--- src/rtl/ecc_pkg.sv ---
package ecc_pkg;

    localparam int DATA_W = 64;
    localparam int HAM_W  = 7;
    localparam int CW_W   = DATA_W + HAM_W + 1;
    localparam int MAX_POS = DATA_W + HAM_W;

    typedef enum logic [1:0] {
        ST_IDLE    = 2'd0,
        ST_RD_DATA = 2'd1,
        ST_SCRUB   = 2'd2
    } ctl_state_t;

    // Hamming check bits: each data bit occupies the next position that is
    // not a power of two; check bit k covers positions with bit k set.
    function automatic logic [HAM_W-1:0] hm_check(input logic [DATA_W-1:0] d);
        logic [HAM_W-1:0] c;
        int idx;
        c   = '0;
        idx = 0;
        for (int p = 1; p <= MAX_POS; p++) begin
            if ((p & (p - 1)) != 0) begin
                if (d[idx]) c = c ^ p[HAM_W-1:0];
                idx++;
            end
        end
        return c;
    endfunction

    // Invert the data bit sitting at codeword position pos (no-op for
    // check-bit positions).
    function automatic logic [DATA_W-1:0] flip_at(input logic [DATA_W-1:0] d,
                                                  input logic [HAM_W-1:0]  pos);
        logic [DATA_W-1:0] r;
        int idx;
        r   = d;
        idx = 0;
        for (int p = 1; p <= MAX_POS; p++) begin
            if ((p & (p - 1)) != 0) begin
                if (p == int'(pos)) r[idx] = ~r[idx];
                idx++;
            end
        end
        return r;
    endfunction

endpackage

--- src/rtl/ecc_encode.sv ---
module ecc_encode
    import ecc_pkg::*;
(
    input  logic [DATA_W-1:0] data_i,
    output logic [CW_W-1:0]   cw_o
);
    logic [HAM_W-1:0] chk;
    logic             par;

    always_comb begin
        chk  = hm_check(data_i);
        par  = ^{chk, data_i};
        cw_o = {par, chk, data_i};
    end
endmodule

--- src/rtl/ecc_decode.sv ---
module ecc_decode
    import ecc_pkg::*;
(
    input  logic [CW_W-1:0]   cw_i,
    output logic [DATA_W-1:0] data_o,
    output logic              ce_o,
    output logic              ue_o
);
    logic [HAM_W-1:0] syn;
    logic             par_err;

    always_comb begin
        syn     = hm_check(cw_i[DATA_W-1:0]) ^ cw_i[DATA_W +: HAM_W];
        par_err = ^cw_i;
        data_o  = cw_i[DATA_W-1:0];
        ce_o    = 1'b0;
        ue_o    = 1'b0;
        if (par_err) begin
            if (int'(syn) > MAX_POS) begin
                ue_o = 1'b1;
            end else begin
                ce_o   = 1'b1;
                data_o = flip_at(cw_i[DATA_W-1:0], syn);
            end
        end else if (syn != '0) begin
            ue_o = 1'b1;
        end
    end
endmodule

--- src/rtl/ce_counter_bank.sv ---
module ce_counter_bank #(
    parameter int RANKS = 4,
    parameter int CNT_W = 8
) (
    input  logic                     clk,
    input  logic                     rst_n,
    input  logic                     inc,
    input  logic [$clog2(RANKS)-1:0] inc_rank,
    input  logic                     clr,
    input  logic [$clog2(RANKS)-1:0] sel,
    output logic [CNT_W-1:0]         value
);
    localparam int RANK_W = $clog2(RANKS);
    localparam logic [CNT_W-1:0] CNT_MAX = '1;

    logic [CNT_W-1:0] cnt_q [RANKS];

    for (genvar g = 0; g < RANKS; g++) begin : g_rank
        logic hit_clr;
        logic hit_inc;
        assign hit_clr = clr && (sel == RANK_W'(g));
        assign hit_inc = inc && (inc_rank == RANK_W'(g));

        always_ff @(posedge clk) begin
            if (!rst_n) begin
                cnt_q[g] <= '0;
            end else if (hit_clr) begin
                cnt_q[g] <= '0;
            end else if (hit_inc && cnt_q[g] != CNT_MAX) begin
                cnt_q[g] <= cnt_q[g] + 1'b1;
            end
        end

        p_hold_at_max_r9: assert property (@(posedge clk) disable iff (!rst_n)
            (cnt_q[g] == CNT_MAX && !hit_clr) |=> (cnt_q[g] == CNT_MAX));

        p_clear_wins_r10: assert property (@(posedge clk) disable iff (!rst_n)
            hit_clr |=> (cnt_q[g] == '0));
    end

    assign value = cnt_q[sel];
endmodule

--- src/rtl/ecc_scrub_ctrl.sv ---
module ecc_scrub_ctrl
    import ecc_pkg::*;
#(
    parameter int ADDR_W = 8,
    parameter int RANKS  = 4,
    parameter int CNT_W  = 8
) (
    input  logic                     clk,
    input  logic                     rst_n,
    input  logic                     req_valid,
    output logic                     req_ready,
    input  logic                     req_write,
    input  logic [ADDR_W-1:0]        req_addr,
    input  logic [DATA_W-1:0]        req_wdata,
    output logic                     rsp_valid,
    output logic [DATA_W-1:0]        rsp_data,
    output logic                     rsp_ce,
    output logic                     rsp_ue,
    output logic                     ce_pulse,
    output logic                     ue_pulse,
    output logic [ADDR_W-1:0]        err_addr,
    output logic                     mem_en,
    output logic                     mem_we,
    output logic [ADDR_W-1:0]        mem_addr,
    output logic [CW_W-1:0]          mem_wdata,
    input  logic [CW_W-1:0]          mem_rdata,
    input  logic [$clog2(RANKS)-1:0] cnt_sel,
    input  logic                     cnt_clr,
    output logic [CNT_W-1:0]         cnt_value
);
    localparam int RANK_W = $clog2(RANKS);

    ctl_state_t state_q, state_d;

    logic [ADDR_W-1:0] rd_addr_q;
    logic [DATA_W-1:0] fix_data_q;
    logic [DATA_W-1:0] enc_in;
    logic [DATA_W-1:0] dec_data;
    logic              dec_ce;
    logic              dec_ue;
    logic              in_decode;

    ecc_encode u_enc (
        .data_i (enc_in),
        .cw_o   (mem_wdata)
    );

    ecc_decode u_dec (
        .cw_i   (mem_rdata),
        .data_o (dec_data),
        .ce_o   (dec_ce),
        .ue_o   (dec_ue)
    );

    assign in_decode = (state_q == ST_RD_DATA);

    ce_counter_bank #(
        .RANKS (RANKS),
        .CNT_W (CNT_W)
    ) u_cnt (
        .clk      (clk),
        .rst_n    (rst_n),
        .inc      (in_decode && dec_ce),
        .inc_rank (rd_addr_q[ADDR_W-1 -: RANK_W]),
        .clr      (cnt_clr),
        .sel      (cnt_sel),
        .value    (cnt_value)
    );

    // State register
    always_ff @(posedge clk) begin
        if (!rst_n) state_q <= ST_IDLE;
        else        state_q <= state_d;
    end

    // Transitions
    always_comb begin
        state_d = state_q;
        unique case (state_q)
            ST_IDLE: begin
                if (req_valid && !req_write) state_d = ST_RD_DATA; // T_ISSUE_READ
            end
            ST_RD_DATA: begin
                if (dec_ce) state_d = ST_SCRUB;                    // T_NEED_SCRUB
                else        state_d = ST_IDLE;                     // T_READ_DONE
            end
            ST_SCRUB: state_d = ST_IDLE;                           // T_SCRUB_DONE
            default:  state_d = ST_IDLE;
        endcase
    end

    // Memory-side and request-side outputs
    always_comb begin
        req_ready = 1'b0;
        mem_en    = 1'b0;
        mem_we    = 1'b0;
        mem_addr  = rd_addr_q;
        enc_in    = fix_data_q;
        unique case (state_q)
            ST_IDLE: begin
                req_ready = 1'b1;
                mem_en    = req_valid;
                mem_we    = req_write;
                mem_addr  = req_addr;
                enc_in    = req_wdata;
            end
            ST_SCRUB: begin
                mem_en = 1'b1;
                mem_we = 1'b1;
            end
            default: ;
        endcase
    end

    // Captured read context and response registers
    always_ff @(posedge clk) begin
        if (!rst_n) begin
            rd_addr_q  <= '0;
            fix_data_q <= '0;
            rsp_valid  <= 1'b0;
            rsp_data   <= '0;
            rsp_ce     <= 1'b0;
            rsp_ue     <= 1'b0;
            ce_pulse   <= 1'b0;
            ue_pulse   <= 1'b0;
            err_addr   <= '0;
        end else begin
            rsp_valid <= in_decode;
            ce_pulse  <= in_decode && dec_ce;
            ue_pulse  <= in_decode && dec_ue;
            if (state_q == ST_IDLE && req_valid && !req_write) begin
                rd_addr_q <= req_addr;
            end
            if (in_decode) begin
                fix_data_q <= dec_data;
                rsp_data   <= dec_data;
                rsp_ce     <= dec_ce;
                rsp_ue     <= dec_ue;
                if (dec_ce || dec_ue) err_addr <= rd_addr_q;
            end
        end
    end

    p_write_even_parity_r1: assert property (@(posedge clk) disable iff (!rst_n)
        (mem_en && mem_we) |-> (^mem_wdata == 1'b0));

    p_rsp_follows_read_r2: assert property (@(posedge clk) disable iff (!rst_n)
        rsp_valid |-> $past(mem_en && !mem_we, 2));

    p_ce_ue_exclusive_r4: assert property (@(posedge clk) disable iff (!rst_n)
        !(ce_pulse && ue_pulse));

    p_scrub_write_r5: assert property (@(posedge clk) disable iff (!rst_n)
        ce_pulse |-> (mem_en && mem_we && mem_addr == err_addr && !req_ready));

    p_ce_single_cycle_r7: assert property (@(posedge clk) disable iff (!rst_n)
        ce_pulse |=> !ce_pulse);

    p_ue_single_cycle_r7: assert property (@(posedge clk) disable iff (!rst_n)
        ue_pulse |=> !ue_pulse);

    p_stall_after_read_r11: assert property (@(posedge clk) disable iff (!rst_n)
        (req_valid && req_ready && !req_write) |=> !req_ready);

endmodule

--- config.mk ---
export PLATFORM = sky130hd
export DESIGN_NAME = ecc_scrub_ctrl
export DESIGN_NICKNAME = d
export VERILOG_FILES = /design/src/rtl/ecc_pkg.sv /design/src/rtl/ecc_encode.sv /design/src/rtl/ecc_decode.sv /design/src/rtl/ce_counter_bank.sv /design/src/rtl/ecc_scrub_ctrl.sv
export SDC_FILE = /design/constraint.sdc
export NUM_CORES = 1
export LEC_CHECK = 0
export ABC_AREA = 1
export BUFFER_PORTS_ARGS = -buffer_cell sky130_fd_sc_hd__buf_2
export CORE_MARGIN = 10
export CORE_UTILIZATION = 51
export DETAILED_ROUTE_END_ITERATION = 10
export PLACE_DENSITY = 0.79
export SETUP_SLACK_MARGIN = 0.02
export SYNTH_ARGS = -nofsm -noshare
export SYNTH_HDL_FRONTEND = slang
export SYNTH_SLANG_ARGS = --single-unit
--- constraint.sdc ---
create_clock -name clk -period 2.4 [get_ports clk]
set_clock_uncertainty 0.1 [all_clocks]
set_input_delay 0.12 -clock clk [delete_from_list [all_inputs] [get_ports clk]]
set_output_delay 0.12 -clock clk [all_outputs]
set_load 0.1 [all_outputs]
==> results.yml, run 1 <==
yosys:
  synthFlopType: "dfxtp_1"
  synth_nets: 2580
  yosys_warnings: 0
  ys_async_sr_fraction_pct: 0
  synth-edff-count: 32
  syn_area_um2: 13780
  synth.distinct_cells: 47
  ys_ff_latch: 119
  avgSynthCellArea_um2: 5.681
  synthCells: 2425
  seq_area_frac_synth_pct: 19.62
clock_tree:
  cts_htree_levels: 4
  numCtsBuffers: 17
  clockRootBuffer: "clkbuf_16"
  cts.sinks: 119
  clock_path_buffers: 2
grt:
  grt_max_degree: 99
  grt_use_total_pct: 80.36
  gr-total-overflow: 376
status:
  error: "[ERROR GRT-0232] Routing congestion too high. Check the congestion heatmap in the GUI."
  stop_stage: "global routing"
  status: "aborted with a tool error"
place:
  gp_congestion: 1.071
  io_buffers: 318
  dpl.hpwl_mm: 53.46
timing:
  worst-ep-kind: "top-level output"
  grt_worst_setup_endpoint: "mem_wdata[71]"
floorplan:
  start_util_pct: 51.40
  fp.dieH_um: 184.4
  core.rowCount: 60
  fp.dieW_um: 184.4
  pin_count: 319
==> layer usage <==
layer,GRT overflow,track usage (%)
met5,3,32.67
met4,140,84.40
met3,15,71.14
met2,208,94.22
met1,10,76.88
==> synth_stat cells (13+ instances only) <==
| cell | n | area share (%) |
|---|---|---|
| nand2_1 | 1032 | 28 |
| inv_1 | 307 | 8.4 |
| nand3_1 | 208 | 7.6 |
| xnor2_1 | 114 | 7.2 |
| nor2_1 | 104 | 2.8 |
| xor2_1 | 94 | 6.0 |
| dfxtp_1 | 87 | 13 |
| a21oi_1 | 76 | 2.8 |
| o21ai_0 | 70 | 2.5 |
| nand3b_1 | 43 | 2.3 |
| o21ai_1 | 38 | 1.4 |
| buf_2 | 34 | 1.2 |
| edfxtp_1 | 32 | 7.0 |
| clkbuf_1 | 27 | 0.74 |
| nor3_1 | 24 | 0.87 |
| inv_2 | 13 | 0.35 |
| nand2_2 | 13 | 0.59 |
==> per-stage QoR <==
stage / setup slack [ps] / setup TNS (ps) / instance area, um^2 / instances / util [%]
after floorplan: -1208 / -4598 / 14930 / 2425 / -
after CTS: -1155 / -6468 / 22820 / 3533 / 85.14
after detailed placement: -915.0 / -74100 / 21110 / 3467 / 78.77
after global placement: -889.5 / -53730 / 21110 / 3467 / 78.77
==> kinds of logic after synthesis <==
| logic type | share of synthesized area, % |
|---|---|
| DFF | 19.62 |
| buffers and inverters | 11.79 |
| AOI/OAI and AO/OA | 8.647 |
| xor gates and xnor gates | 15.12 |
| adders and majority gates | 0.3633 |
| and+or+nand+nor | 44.46 |
==> what timing repair did <==
item | CTS
hold endpoints to repair | 13
cloned | 7
resized for setup | 151
endpoints found under the setup margin | 142
pin swaps | 41
setup buffers | 16
hold buffers | 14
==> inputs of run 2 (changes only) <==
Settings changed: CORE_UTILIZATION 51 to 40, PLACE_DENSITY 0.79 to not set, PLACE_DENSITY_LB_ADDON set to 0.15, SETUP_SLACK_MARGIN 0.02 to not set.
Clock period 2.4 ns to 3.1 ns, I/O delays scaled along.
==> run 2 against run 1 <==
  * The flow now finishes, with violations (negative setup slack)
  * Synthesized cell count unchanged
  * Synthesized area unchanged
==> results.yml, run 2 <==
status:
  status: "complete, but fails checks"
  violations: "negative setup slack"
setup_path:
  worst-path-max-fanout: 7
  timing.rr.start: "u_cnt.cnt_q[3][0]"
  crit_path_cell_trace: "nor2_4, buf_12, buf_12, buf_6, buf_16, buf_4, o21ai_4, xnor2_1, xor2_1, clkinv_1, nand2_1, nand3_2, nand2_4, xor2_4, nand3_2, nand2_1, nand2_2, nand3_1, nand2_1, inv_2, buf_12"
  worst_path_max_delay_cell: "dfxtp_4"
  critPathArrivalTime_ps: 3360
  cp_num_buf_inv: 8
  cp-start-kind: "flip-flop"
  cp.required_ps: 2840
  crit_start: "state_q[0]"
  crit_type: "reg -> out"
  endpoint_kind: "output pin"
  critPathMaxStageDelay_ps: 360
  critical-path-top-delay-family: "buffers and inverters"
power_and_ir_drop:
  cellLeakagePower_nw: 10.77
  power_density_nw_per_um2: 750.7
  p_total_w: 0.01541
  ir_worst_vdd_mv: 2.693
drt:
  drc: 0
  avgRoutedWirePerCell_um: 18.79
  dr_total_vias: 17467
  wirelength_mm: 64.32
  vias_per_cell: 5.103
  final_antenna_net_count: 0
  drtIter0Drc: 1441
  drt_pass1_iterations: 6
final_layout:
  fin_area_um2: 20520
  largest_reg_flops: 64
  n_fill_cell: 3246
  layout-drive-gt1-share_pct: 33.48
  area.growth.synth_to_final_pct: 48.99
  final_cells: 3423
  final_cell_mix: "nand2_1 (883), buf_2 (300), inv_1 (294), buf_4 (216), nand3_1 (185)"
  top_register: "fix_data_q"
  nNetsFinal: 3117
  top_regs: "fix_data_q (64), u_cnt.cnt_q (32)"
  diodes: 0
  final_common_cell: "nand2_1"
place:
  dp_slack_ps: -101.3
  io_buffers: 318
  placedInstanceArea_um2: 18230
  gp_congestion: 0.9516
  dp_cells: 3316
  dpl.hpwl_mm: 52.16
floorplan:
  pin_count: 319
  fp.dieW_um: 205.6
  core.rowCount: 67
  core_area_um2: 33780
  start_util_pct: 40.78
  fp.dieH_um: 205.6
  die_area_um2: 42260
clock_tree:
  cts_tree: "done"
  clock_path_buffers: 2
  clockRootBuffer: "clkbuf_16"
  cts_htree_levels: 4
  worstSkewPairLatency_ps: 440
  clk_pin_slew_worst_paths_ps: 60
  numCtsBuffers: 17
  cts.sinks: 119
yosys:
  syn_area_um2: 13780
  synth.area.top_cells: "nand2_1 (28%), dfxtp_1 (13%), inv_1 (8.4%)"
  yosysTopAreaCell: "nand2_1"
  seq_area_frac_synth_pct: 19.62
  ys_ff_latch: 119
  avgSynthCellArea_um2: 5.681
  synth_nets: 2580
  ys_async_sr_fraction_pct: 0
  synthCells: 2425
  yosysMostFrequentCell: "nand2_1"
  yosys.area.top_type_share_pct: 28.12
  synthTopCellsByCount: "nand2_1 (1032), inv_1 (307), nand3_1 (208), xnor2_1 (114), nor2_1 (104)"
  synth.distinct_cells: 47
  synthFlopType: "dfxtp_1"
  yosys_warnings: 0
  synth-edff-count: 32
job:
  drv_cap: 0
timing:
  worst-slew-pin-transition_ps: 645.9
  fin_crit_sh_pct: 116.7
  rsz0062_at_grt: "true"
  slew_violations: 0
  slew_headroom_pct: 56.94
  worst_slack_ps: -517.6
  finalHoldViolCount: 0
  finalSetupViolations: 7
  fin_setup_tns_ps: -1398
  finalCriticalPeriod_ps: 3618
  clock.fmax_mhz: 276.4
grt:
  grt_max_degree: 99
  grt_pass1_wl_mm: 92.99
  antenna_found_initial: 0
  grt_use_total_pct: 28.57
  grt_pass1_vias: 15777
  gr-total-overflow: 0
worst_hold_path:
  hold_path_class: "in -> reg"
  hold_start: "mem_rdata[33]"
## run 2: final timing paths
kind              cells after the start  slack (ps)           endpoint
hold reg to reg                       2         380       rd_addr_q[5]
setup / recovery                     21        -520      mem_wdata[71]
setup reg to reg                      9         900  u_cnt.cnt_q[3][2]
hold / removal                        5          20     fix_data_q[33]
## run 2: area by class of cell
cell class | instances | area [um^2] | area share (%)
multi-input combinational | 1904 | 10740 | 52.31
timing repair buffer | 595 | 4546 | 22.15
sequential | 119 | 2858 | 13.92
inverter | 325 | 1236 | 6.023
tap | 448 | 560.5 | 2.731
clock buffer | 18 | 450.4 | 2.195
clock inverter | 14 | 137.6 | 0.6706
## run 2: cell families (layout without fill, tap and decap cells)
group,after synthesis,after routing,synth area share (%)
compound gates,215,215,8.647
xor+xnor,223,223,15.12
fa+ha+maj,4,4,0.3633
buf+inv,402,952,11.79
flops,119,119,19.62
simple gates,1462,1462,44.46
## run 2: worst min-delay path, cell delays in order
cell	delay, ps
buf_2	140
inv_1	60
nand2_1	40
nand2_1	50
a21oi_1	50
## run 2: power breakdown
part / switching (W) / internal (W) / total, W / leakage (nW)
Clock: 0.000825 / 0.00117 / 0.00200 / 0.295
Combinational: 0.00771 / 0.00389 / 0.0116 / 9.39
Sequential: 0.000113 / 0.00170 / 0.00181 / 1.08
## run 2: metrics by stage
step	hold WS, ps	util [%]
6_report	15.45	60.75
5_1_grt	44.14	60.75
4_1_cts	6.886	57.21
3_5_place_dp	358.7	53.95
3_3_place_gp	345.5	53.95
2_1_floorplan	245.3	-
## run 2: layer usage
layer	up-vias	share of wire [%]	global-route usage, %
li1	8626	-	-
met4	0	2.6	7.745
met5	-	0	0
met3	92	7.5	4.277
met2	701	47	47.80
met1	8048	43	37.41
## run 2: repair_timing
item | 4_1_cts | 5_1_grt
endpoints found under the setup margin | 7 | 93
hold endpoints to repair | 16 | 0
cloned | 4 | 10
hold buffers | 16 | 0
resized for setup | 49 | 191
buffers inserted | 8 | 38
pin swaps | 3 | 67
Note: power is estimated with default switching activity, not from simulation.
==> inputs of run 3 (changes only) <==
Settings changed: ABC_AREA 1 to not set.
==> run 3 against run 2 <==
  * Critical endpoint unchanged
  * Sequential share of layout area rose by 3.3 points
  * Fmax up 0.26%
  * Cell count is 38% lower
  * Sequential cell count stayed put
  * The flow still finishes with violations (negative setup slack)
  * First-iteration DRC count fell by 22%
==> results.yml, run 3 <==
yosys:
  avgSynthCellArea_um2: 9.055
  synth_xor_area_share_pct: 29.22
  synthFlopType: "dfxtp_1"
  synth_nets: 1401
  seq_area_frac_synth_pct: 23.95
  yosysTopAreaCell: "dfxtp_1"
  yosysMostFrequentCell: "xnor2_1"
  synth_top_family_by_area: "XOR/XNOR gates"
  synthCells: 1246
  synth_compound_area_share_pct: 8.351
  synth_fa_ha_area_share_pct: 0.4436
  ys_ff_latch: 119
  muxShareOfSynthArea_pct: 10.32
  yosys_warnings: 0
  ys_async_sr_fraction_pct: 0
  synth-edff-count: 32
  yosys.area_share.simple_pct: 24.52
  synth.distinct_cells: 52
  synthTopCellsByCount: "xnor2_1 (169), nand2_1 (106), nand3_1 (98), xor2_1 (97), dfxtp_1 (87)"
  synth.area.top_cells: "dfxtp_1 (15%), xnor2_1 (13%), edfxtp_1 (8.5%)"
  yosys.area.top_type_share_pct: 15.44
  syn_area_um2: 11280
final_layout:
  top_regs: "fix_data_q (64), u_cnt.cnt_q (32)"
  final_cell_mix: "buf_2 (309), buf_4 (190), xnor2_1 (151), nand2_1 (106), nand3_1 (98)"
  top_register: "fix_data_q"
  n_fill_cell: 2559
  layout-drive-gt1-share_pct: 41.25
  final_common_cell: "buf_2"
  nNetsFinal: 1880
  final_cells: 2120
  final_util_pct: 57.58
  largest_reg_flops: 64
  area.growth.synth_to_final_pct: 41.80
clock_tree:
  numCtsBuffers: 17
  clk_pin_slew_worst_paths_ps: 70
  cts_htree_levels: 4
  cts.sinks: 119
  clockRootBuffer: "clkbuf_16"
  worstSkewPairLatency_ps: 430
  clock_path_buffers: 2
  cts_tree: "done"
floorplan:
  core.rowCount: 61
  fp.dieW_um: 187.9
  pin_count: 319
  core_area_um2: 27780
  fp.dieH_um: 187.9
  start_util_pct: 40.61
  die_area_um2: 35320
drt:
  final_antenna_net_count: 0
  dr_total_vias: 11645
  avgRoutedWirePerCell_um: 23.47
  drtIter0Drc: 1128
  vias_per_cell: 5.493
  wirelength_mm: 49.77
  drt_pass1_iterations: 5
  drc: 0
status:
  violations: "negative setup slack"
  status: "complete, but fails checks"
setup_path:
  timing.rr.start: "u_cnt.cnt_q[3][3]"
  rrSetupSlack_ps: 1070
  rr_endpoint: "u_cnt.cnt_q[3][2]"
  crit_start: "state_q[1]"
  worst-path-max-fanout: 22
  critPathArrivalTime_ps: 3350
  crit_type: "reg -> out"
  cp.required_ps: 2840
  r2r_cells: 6
  endpoint_kind: "output pin"
  cp-start-kind: "flip-flop"
timing:
  worst_slack_ps: -508.2
  finalHoldViolCount: 0
  fin_crit_sh_pct: 116.4
  clock.fmax_mhz: 277.2
  slew_headroom_pct: 55.07
  slew_violations: 0
  finalSetupViolations: 7
  finalCriticalPeriod_ps: 3608
  rsz0062_at_grt: "true"
  worst-slew-pin-transition_ps: 674.0
grt:
  grt_pass1_vias: 11106
  grt_max_degree: 145
  antenna_found_initial: 7
  grt_use_total_pct: 26.74
  grt_pass1_wl_mm: 72.43
  gr-total-overflow: 0
worst_hold_path:
  holdPathStages: 2
  hold_start: "rst_n"
  hold_end: "rsp_ce"
  hold_path_class: "in -> reg"
job:
  drv_cap: 0
place:
  dp_cells: 2070
  gp_congestion: 0.9588
  io_buffers: 318
  dpl.hpwl_mm: 40.60
[run 3: cell types whose count changed after synthesis, moves of 57 or more]
cell / previous run / this run
nand3_1: 208 / 98
a21oi_1: 76 / 14
nor2_1: 104 / 47
nand2_1: 1032 / 106
o21ai_0: 70 / 12
inv_1: 307 / 8
or3_1: 0 / 64
mux2_2: 0 / 67
and3_1: 0 / 82
[run 3: layout make-up]
type                       instances  area, um^2  share of cell area, %
timing repair buffer             535        3520                  22.00
multi-input combinational       1044        8633                  53.97
inverter                           8       33.78                 0.2112
tap                              378       473.0                  2.956
sequential                       119        2761                  17.26
clock inverter                    11       85.08                 0.5318
antenna                            4       10.01                0.06257
clock buffer                      21       481.7                  3.011
[run 3: stage by stage]
| stage | setup slack (ps) | hold WS (ps) | setup TNS, ps | cell area, um^2 |
|---|---|---|---|---|
| 2_1_floorplan | -336.2 | 199.9 | -887.8 | 11620 |
| 3_3_place_gp | -218.7 | 315.4 | -7485 | 15090 |
| 3_5_place_dp | -193.6 | 322.2 | -7900 | 15090 |
| 4_1_cts | -539.0 | 1.907 | -1533 | 15930 |
| 5_1_grt | -633.3 | 22.12 | -2231 | 15990 |
| 6_report | -508.2 | 15.98 | -1419 | 16000 |
[run 3: worst max-delay path, stage by stage, from the launching register on]
cell and delay [ps]:
dfxtp_2 330, nor2_4 130, buf_12 190, mux2_4 320, xor3_1 390, xnor3_1 270, xnor3_1 240, xnor3_1 410
xnor3_2 420, buf_12 190
[run 3: cell families (layout without fill, tap and decap cells)]
kind of cell	Yosys count	after routing
AOI/OAI and AO/OA	133	133
DFF	119	119
buffers and inverters	83	575
and+or+nand+nor	500	500
xor gates and xnor gates	309	309
other	0	4
muxes	98	98
adders and majority gates	4	4
[run 3: layer usage]
layer / vias up / track usage [%] / routed length, um
li1: 5446 / - / -
met1: 5608 / 34.96 / 21500
met2: 544 / 43.92 / 23290
met3: 43 / 6.141 / 4205
met4: 4 / 5.785 / 743
met5: - / 0 / 27
[run 3: worst max-delay path by stage]
stage / end / slack, ps
3_3_place_gp: mem_wdata[66] / -220
3_5_place_dp: err_addr[6] / -190
5_1_grt: mem_wdata[71] / -630
2_1_floorplan: mem_wdata[71] / -340
4_1_cts: mem_wdata[71] / -540
6_report: mem_wdata[71] / -510
[run 3: what timing repair did]
action	CTS	global route
hold buffers	13	0
endpoints found under the hold margin	8	0
endpoints found under the setup margin	7	7
pin swaps	3	2
setup buffers	1	0
gates resized for setup	21	11
Power of run 3 is left out: the tool's default activity adds up to more than one toggle a clock period on the data nets, which glitch-free logic cannot reach.
==> inputs of run 4 (changes only) <==
Settings changed: CORE_UTILIZATION 40 to 50.
==> run 4 against run 3 <==
  * The flow still finishes with violations (negative setup slack)
  * Worst setup slack got worse by 68 ps
  * Via count up 1.4%
  * Worst hold slack better by 29 ps
  * Final area shrank 1.5%
  * Fmax down 1.8%
==> results.yml, run 4 (synthesis results as in run 3) <==
setup_path:
  critPathMaxStageDelay_ps: 450
  crit_path_cell_trace: "nor2_4, buf_12, buf_6, mux2i_2, xor2_1, buf_4, xnor3_1, xnor3_4, xnor3_1, xnor3_2, buf_12"
  cp-start-kind: "flip-flop"
  endpoint_kind: "output pin"
  timing.rr.start: "state_q[0]"
  rr_endpoint: "u_cnt.cnt_q[2][7]"
  r2r_cells: 8
  worst-path-max-fanout: 12
  critPathArrivalTime_ps: 3420
  crit_type: "reg -> out"
  cp.required_ps: 2840
  critical-path-top-delay-family: "XOR/XNOR gates"
  rrSetupSlack_ps: 910
  worst_path_max_delay_cell: "xnor3_4"
  cp_num_buf_inv: 4
worst_hold_path:
  holdPathStages: 4
  hold_path_class: "in -> reg"
  hold_end: "fix_data_q[58]"
  hold_start: "mem_rdata[58]"
timing:
  slew_violations: 0
  finalHoldViolCount: 0
  finalCriticalPeriod_ps: 3676
  finalSetupViolations: 7
  rsz0062_at_grt: "true"
  worst_slack_ps: -575.7
  whs_ps: 44.91
  fin_crit_sh_pct: 118.6
  clock.fmax_mhz: 272.1
  worst-slew-pin-transition_ps: 976.6
  slew_headroom_pct: 34.89
  fin_setup_tns_ps: -1745
grt:
  grt_pass1_vias: 11349
  gr-total-overflow: 0
  grt_use_total_pct: 31.11
  antenna_found_initial: 2
  grt_pass1_wl_mm: 68.62
  grt_max_degree: 115
final_layout:
  final_common_cell: "buf_2"
  largest_reg_flops: 64
  top_regs: "fix_data_q (64), u_cnt.cnt_q (32)"
  area.growth.synth_to_final_pct: 39.71
  top_register: "fix_data_q"
  fin_area_um2: 15760
  final_cell_mix: "buf_2 (309), buf_4 (173), xnor2_1 (151), nand2_1 (106), nand3_1 (98)"
  layout-drive-gt1-share_pct: 41.01
  nNetsFinal: 1861
clock_tree:
  numCtsBuffers: 17
  clk_pin_slew_worst_paths_ps: 60
  clock_path_buffers: 2
  clockRootBuffer: "clkbuf_16"
  cts_htree_levels: 4
  cts_tree: "done"
  cts.sinks: 119
  worstSkewPairLatency_ps: 420
place:
  dpl.hpwl_mm: 37.62
  io_buffers: 318
  dp_slack_ps: -156.7
  placedInstanceArea_um2: 14740
  gp_congestion: 0.9679
drt:
  vias_per_cell: 5.902
  avgRoutedWirePerCell_um: 23.59
  drt_pass1_iterations: 7
  final_antenna_net_count: 0
  wirelength_mm: 47.19
  drc: 0
  drtIter0Drc: 1333
  dr_total_vias: 11803
floorplan:
  start_util_pct: 51.22
  core.rowCount: 54
  pin_count: 319
  die_area_um2: 28970
  fp.dieW_um: 170.2
  fp.dieH_um: 170.2
  core_area_um2: 22030
status:
  status: "complete, but fails checks"
  violations: "negative setup slack"
job:
  drv_cap: 0
[run 4: changes by cell type in the layout (fill, tap and decap cells not counted), moves of 2 or more]
cell           previous run  this run
buf_4                   190       173
dlygate4sd3_1            13         9
diode_2                   4         1
inv_6                     3         6
mux2i_2                   2         5
mux2i_4                   6         3
buf_16                    0         2
buf_6                     5         3
xnor2_2                  14        16
xnor2_4                   7         5
xor2_2                    4         2
xor2_4                    1         3
[run 4: through the flow]
| stage | utilization [%] | instances |
|---|---|---|
| 4_1_cts | 71.02 | 1996 |
| 3_5_place_dp | 66.90 | 1945 |
| 3_3_place_gp | 66.90 | 1945 |
| 2_1_floorplan | - | 1246 |
| 5_1_grt | 71.55 | 1999 |
| 6_report | 71.56 | 2000 |
[run 4: how the worst max path moves through the flow]
stage / start / cells after the start / slack [ps] / to
after detailed placement: state_q[1] / 10 / -160 / mem_wdata[71]
final: state_q[0] / 11 / -580 / mem_wdata[71]
after floorplan: state_q[1] / 12 / -340 / mem_wdata[71]
after CTS: state_q[1] / 11 / -580 / mem_wdata[71]
after global routing: state_q[0] / 11 / -680 / mem_wdata[71]
after global placement: mem_rdata[4] / 12 / -130 / u_cnt.cnt_q[0][6]
[run 4: final cells by class]
cell class | count | area (um^2)
Tap cell | 280 | 350.3
Fill cell | 1723 | 6264
Multi-Input combinational cell | 1044 | 8621
Inverter | 8 | 33.78
Sequential cell | 119 | 2761
Timing Repair Buffer | 516 | 3420
Clock inverter | 13 | 131.4
Antenna cell | 1 | 2.502
Clock buffer | 19 | 442.9
[run 4: what timing repair did]
action                                  4_1_cts  5_1_grt
resized for setup                            25       16
endpoints found under the setup margin        7       58
setup buffers                                 9        3
cloned                                        2        0
endpoints found under the hold margin         9        0
pin swaps                                     4       10
hold buffers                                  9        0
[run 4: routing by layer]
| layer | GRT usage [%] | vias up | share of wire (%) |
|---|---|---|---|
| li1 | - | 5391 | - |
| met1 | 40.00 | 5599 | 40 |
| met2 | 48.90 | 719 | 45 |
| met3 | 8.329 | 92 | 12 |
| met4 | 11.98 | 2 | 3.4 |
| met5 | 0 | - | 0.025 |
[run 4: worst reg2reg max path: cells and delay by family (launching register included)]
kind / cells / cell delay (ps)
buffers and inverters: 4 / 860
and+or+nand+nor: 4 / 600
DFF: 1 / 350
Power of run 4 is left out for the same reason.
